## src/rtl/serial_fault_port.sv

```systemverilog
module serial_fault_port #(
  parameter int CH = 4
) (
  input  logic          clk,
  input  logic          rst_n,
  input  logic          cs_n,
  input  logic          sclk,
  input  logic          sdi,
  input  logic [CH-1:0] open_flt,
  input  logic [CH-1:0] short_flt,
  input  logic          batt_flt,
  output logic          sdo,
  output logic          sdo_en,
  output logic [CH-1:0] chan_en
);
  localparam int CW = (CH > 1) ? $clog2(CH) : 1;

  logic          cs_q, sclk_q, got_bits;
  logic [CW-1:0] phase;
  logic [CH-1:0] flags, shreg;

  wire in_frame = ~cs_q & ~cs_n;
  wire cs_fall  = cs_q & ~cs_n;
  wire cs_rise  = ~cs_q & cs_n;
  wire sck_up   = in_frame & sclk & ~sclk_q;
  wire sck_dn   = in_frame & ~sclk & sclk_q;
  wire aligned  = got_bits && (phase == '0);

  always_ff @(posedge clk or negedge rst_n) begin
    if (!rst_n) begin
      cs_q   <= 1'b1;
      sclk_q <= 1'b0;
    end else begin
      cs_q   <= cs_n;
      sclk_q <= sclk;
    end
  end

  always_ff @(posedge clk or negedge rst_n) begin
    if (!rst_n)
      flags <= '0;
    else if (cs_rise)
      flags <= '0;
    else if (!batt_flt)
      flags <= flags | open_flt | short_flt;
  end

  always_ff @(posedge clk or negedge rst_n) begin
    if (!rst_n) begin
      shreg    <= '0;
      phase    <= '0;
      got_bits <= 1'b0;
      sdo      <= 1'b0;
    end else if (cs_fall) begin
      shreg    <= flags;
      phase    <= '0;
      got_bits <= 1'b0;
      sdo      <= flags[CH-1];
    end else begin
      if (sck_up) begin
        shreg    <= {shreg[CH-2:0], sdi};
        phase    <= (phase == CW'(CH-1)) ? '0 : phase + 1'b1;
        got_bits <= 1'b1;
      end
      if (sck_dn)
        sdo <= shreg[CH-1];
    end
  end

  always_ff @(posedge clk or negedge rst_n) begin
    if (!rst_n) begin
      sdo_en  <= 1'b0;
      chan_en <= '0;
    end else begin
      if (cs_fall) sdo_en <= 1'b1;
      if (cs_rise) begin
        sdo_en <= 1'b0;
        if (aligned) chan_en <= shreg;
      end
    end
  end
endmodule


```

## config.mk

```make
export PLATFORM = sky130hd
export DESIGN_NAME = serial_fault_port
export DESIGN_NICKNAME = d
export VERILOG_FILES = /design/src/rtl/serial_fault_port.sv
export SDC_FILE = /design/constraint.sdc
export NUM_CORES = 1
export LEC_CHECK = 0
export BUFFER_PORTS_ARGS = -buffer_cell sky130_fd_sc_hd__buf_4
export CORE_MARGIN = 10
export CORE_UTILIZATION = 50
export CTS_CLUSTER_SIZE = 16
export DETAILED_ROUTE_END_ITERATION = 12
export PLACE_DENSITY = 0.71
export REMOVE_ABC_BUFFERS = 1
export SETUP_SLACK_MARGIN = 0.3
export SYNTH_ARGS = -nofsm -noshare
export SYNTH_HDL_FRONTEND = slang
export SYNTH_SLANG_ARGS = --single-unit
```

## constraint.sdc

```tcl
create_clock -name clk -period 1.9 [get_ports clk]
set_clock_uncertainty 0.15 [all_clocks]
set_input_delay 0.285 -clock clk [delete_from_list [all_inputs] [get_ports clk]]
set_output_delay 0.285 -clock clk [all_outputs]
set_load 0.1 [all_outputs]
```

Word-level counts from Yosys, hierarchy flattened

Index checks and enable logic that the tools add are counted.

$add $sub $neg: 1
Equal/unequal tests: 2
Mux-type cells: 13
Bitwise logic cells: 13
Reduce and logical (&&, ||, !) cells: 6

Operator list:

| operator                                               | number |
|---|---|
| 2-to-1 mux 4 bit                                       | 4 |
| OR 4 bit                                               | 2 |
| bitwise AND 1 bit                                      | 7 |
| 2-to-1 mux 1 bit                                       | 6 |
| 2-to-1 mux 2 bit                                       | 3 |
| nonzero test 2 bit                                     | 3 |
| inverter 1 bit                                         | 4 |
| adder 2 x 1 -> 2 bit (second input constant)           | 1 |
| equality test 2 bit (second input constant)            | 1 |
| zero test 2 bit                                        | 1 |
| inequality test 2 x 1 -> 1 bit (second input constant) | 1 |
| AND reduction 2 bit                                    | 1 |
| logical AND 1 bit                                      | 1 |

Bits in registers: 19
Input bits: 14
Output and inout port bits: 6
Word-level logic and storage cells: 44

Logic depth before layout (Yosys ltp)

Depth after elaboration: 6
Mapped depth: 6
Depth with buffers taken out: 5

Least setup slack after synthesis

OpenSTA, ideal clock, no wires.

Path kind: reg-to-reg
Start: register cs_q
End: register shreg[0]
Setup time: 130 ps
Arrival time: 1,297 ps
Required time: 1,620 ps
Slack: 323 ps
Stages on the path, launching flop included: 7
Path buffers: 1
Period minus slack after synthesis: 1,577 ps
Path through: dfstp_2 > inv_1 > ha_1 > and3b_2 > buf_2 > a21oi_1 > a22oi_1

Cells in the longest elaborated chain, start to end: 5
Elaborated cells on any way between the ends: 7
Those cells by class: mux (1); bitwise (5); reduce/logical (1)

Ends and longest elaborated chain:

| what                                | line | source |
|---|---|---|
| start: declaration                  | 18   | `logic cs_q, sclk_q, got_bits;` |
| start signal: assignment            | 34   | `cs_q <= cs_n;` |
| inverter 1 bit                      | 22   | `wire in_frame = ~cs_q & ~cs_n;` |
| bitwise AND 1 bit                   | 22   |  |
| bitwise AND 1 bit (2 in series)     | 25   | `wire sck_up = in_frame & sclk & ~sclk_q;` |
| nonzero test 2 bit (no source line) | -    |  |
| end signal: assignment              | 55   | `shreg <= flags;` |
| end signal: assignment              | 61   | `shreg <= {shreg[CH-2:0], sdi};` |
| end: declaration                    | 20   | `logic [CH-1:0] flags, shreg;` |

Several ways; a longest one is shown, not always the timed one.
A chain may end at the register's enable or synchronous reset.

Worst setup path after layout

Start: register cs_q
End: register shreg[2]

The elaborated chain is that of the path after synthesis.

==> flow_summary.yaml <==
sta:
  fmax_ghz: 0.6392
  tightest_slew_ns: 0.3220
  period_share_pct: 82.34
  hold_viol: 0
  fin_crit_ns: 1.564
  maxSlewHeadroom_pct: 78.53
  finalSetupViolations: 0
  timing.final.ws_setup_ns: 0.3356
  rsz0062_at_grt: "true"
  final.setup.tns_ns: 0
  slew_viol_final: 0
setup_path:
  end_kind: "flop"
  critPathArrivalTime_ns: 1.59
  reg2regPathDepth: 5
  cp.required_ns: 1.93
  cp_max_fo: 6
  path_class: "flop to flop"
  start_kind: "flop"
clock_tree:
  clk_latency_ns: 0.30
  cts_buffer_depth: 2
  clk_pin_slew_worst_paths_ns: 0.10
  clock-sinks: 19
  numCtsBuffers: 3
  cts_root_buf: "clkbuf_4"
  tritoncts: "built"
  htreeDepth: 1
finish:
  drive_above_1_share_pct: 36.63
  num-fill-cells: 136
  nets: 121
  fin_util_pct: 71.19
  diodes: 0
  syn_to_final_growth_pct: 29.87
  final_area_um2: 1110
logic_synthesis:
  syn_avg_cell_area_um2: 11.24
  syn_area_um2: 854.6
  synth_edf_count: 0
  yosysUniqueCellTypes: 18
  async_flop_share_pct: 100.0
  ys.flop_type: "dfrtp_1"
  synthCells: 76
  ys_seq_area_share_pct: 55.78
  synth.most_common_cell: "dfrtp_1"
  yosysWarnings: 0
  synth.largest_area_cell: "dfrtp_1"
  synth-seq-cells: 19
  yosys-top-cells-area: "dfrtp_1 53%, ha_1 7.3%, a21oi_1 6.4%"
  netlist.area_leader.share_pct: 52.71
  synthTopCellsByCount: "18 x dfrtp_1, 11 x a21oi_1, 10 x inv_1"
die:
  rows: 14
  core_um2: 1559
  die_w_um: 61.34
  dieArea_um2: 3763
  pin_count: 20
  die_h_um: 61.34
  start_util_pct: 54.82
placed_design:
  dp_hpwl_um: 1235
  port_buffers: 19
  place_congestion: 0.7191
  place_worst_setup_slack_ns: 0.2488
  place_area_um2: 1015
outcome:
  status: "finished, final reports clean"
drt:
  ant_nets: 0
  drtIter0Drc: 8
  firstDrtPassIters: 4
  wire_per_inst_um: 15.22
  via_count: 621
  vias_per_cell: 5.308
  drc: 0
  wirelength_um: 1781
pwr:
  p_leak_nw: 0.5557
  ir_worst_vdd_mv: 0.6432
  power_mw: 1.345
  powerDensity_nw_per_um2: 1212
global_routing:
  antenna_found_initial: 0
  grt_pass1_wl_um: 3070
  grt-ovfl-total: 0
  grt_pass1_vias: 697
  grt_usage_pct: 10.98
  grt_max_degree: 20
job:
  cap_violations: 0
worst_hold_path:
  min_path_type: "input pin to flop"
  hold_depth: 3
-- layer usage --
layer  routed length [um]  share of wire (%)  global-route usage, %
met1                  784                 44                  13.49
met2                  842                 47                  15.98
met3                  109                6.1                  4.115
met4                   45                2.5                  6.688
met5                    0                  0                      0
-- metrics by stage --
stage | std cells | hold WS (ns)
6_report | 117 | 0.1109
5_1_grt | 117 | 0.1011
4_1_cts | 117 | 0.1043
3_5_place_dp | 110 | 0.02019
3_3_place_gp | 110 | 0.01947
2_1_floorplan | 74 | -0.1606
-- path summary, 6_finish.rpt --
| check | startpoint | to | slack (ns) |
|---|---|---|---|
| min in group asynchronous | rst_n | phase[0] | 0.23 |
| worst max register to register | cs_q | shreg[2] | 0.34 |
| worst min register to register | chan_en[2] | chan_en[2] | 0.37 |
| worst max-delay path | cs_q | shreg[2] | 0.34 |
| max in group asynchronous | rst_n | cs_q | 1.11 |
| worst min-delay path | batt_flt | flags[2] | 0.11 |
-- placed cells by master (no fill, tap or decap), types with 4 or more instances in the layout --
| master | instances |
|---|---|
| a21oi_1 | 8 |
| mux2_2 | 4 |
| o21bai_1 | 4 |
| a21oi_2 | 4 |
| nand2_1 | 7 |
| buf_4 | 20 |
| inv_1 | 10 |
| dfrtp_1 | 18 |
-- where the power goes --
group | internal (mW) | switching [mW]
clock | 0.0820 | 0.124
combinational | 0.152 | 0.458
sequential | 0.484 | 0.0467
total | 0.717 | 0.628
-- final cells by class --
cell class | instances | area [um^2] | share of cell area [%]
sequential | 19 | 476.7 | 42.95
multi-input combinational | 45 | 369.1 | 33.26
timing repair buffer | 23 | 180.2 | 16.23
inverter | 10 | 37.54 | 3.382
clock buffer | 4 | 26.28 | 2.368
tap | 16 | 20.02 | 1.804
-- cells by family (layout without fill, tap and decap cells) --
kind of cell / Yosys count / in the layout / share of synthesized area (%)
buffers and inverters: 12 / 37 / 5.564
AO/OA/AOI/OAI: 19 / 19 / 13.62
multiplexers: 6 / 6 / 7.613
AND/OR/NAND/NOR: 15 / 15 / 10.10
flip-flops: 19 / 19 / 55.78
adder cells (fa/ha/maj): 5 / 5 / 7.321
-- state kept, by name (all words and copies together), names as in the netlist --
register / flops
sdo_en: 1
flags: 4
got_bits: 1
cs_q: 1
shreg: 4
chan_en: 4
phase: 2
sdo: 1
sclk_q: 1
-- timing repair --
action | CTS | global route
hold buffers | 3 | 0
resized for setup | 3 | 5
hold endpoints to repair | 21 | 0
pin swaps | 1 | 4
buffers inserted | 0 | 0
endpoints found under the setup margin | 6 | 4
-- critical path, stage by stage, from the launching register on --
cell     delay (ns)
dfstp_2        0.54
inv_1          0.08
ha_4           0.18
and3b_2        0.25
a21oi_2        0.15
a22oi_1        0.08
No activity file was read; power rests on OpenSTA's default activity.
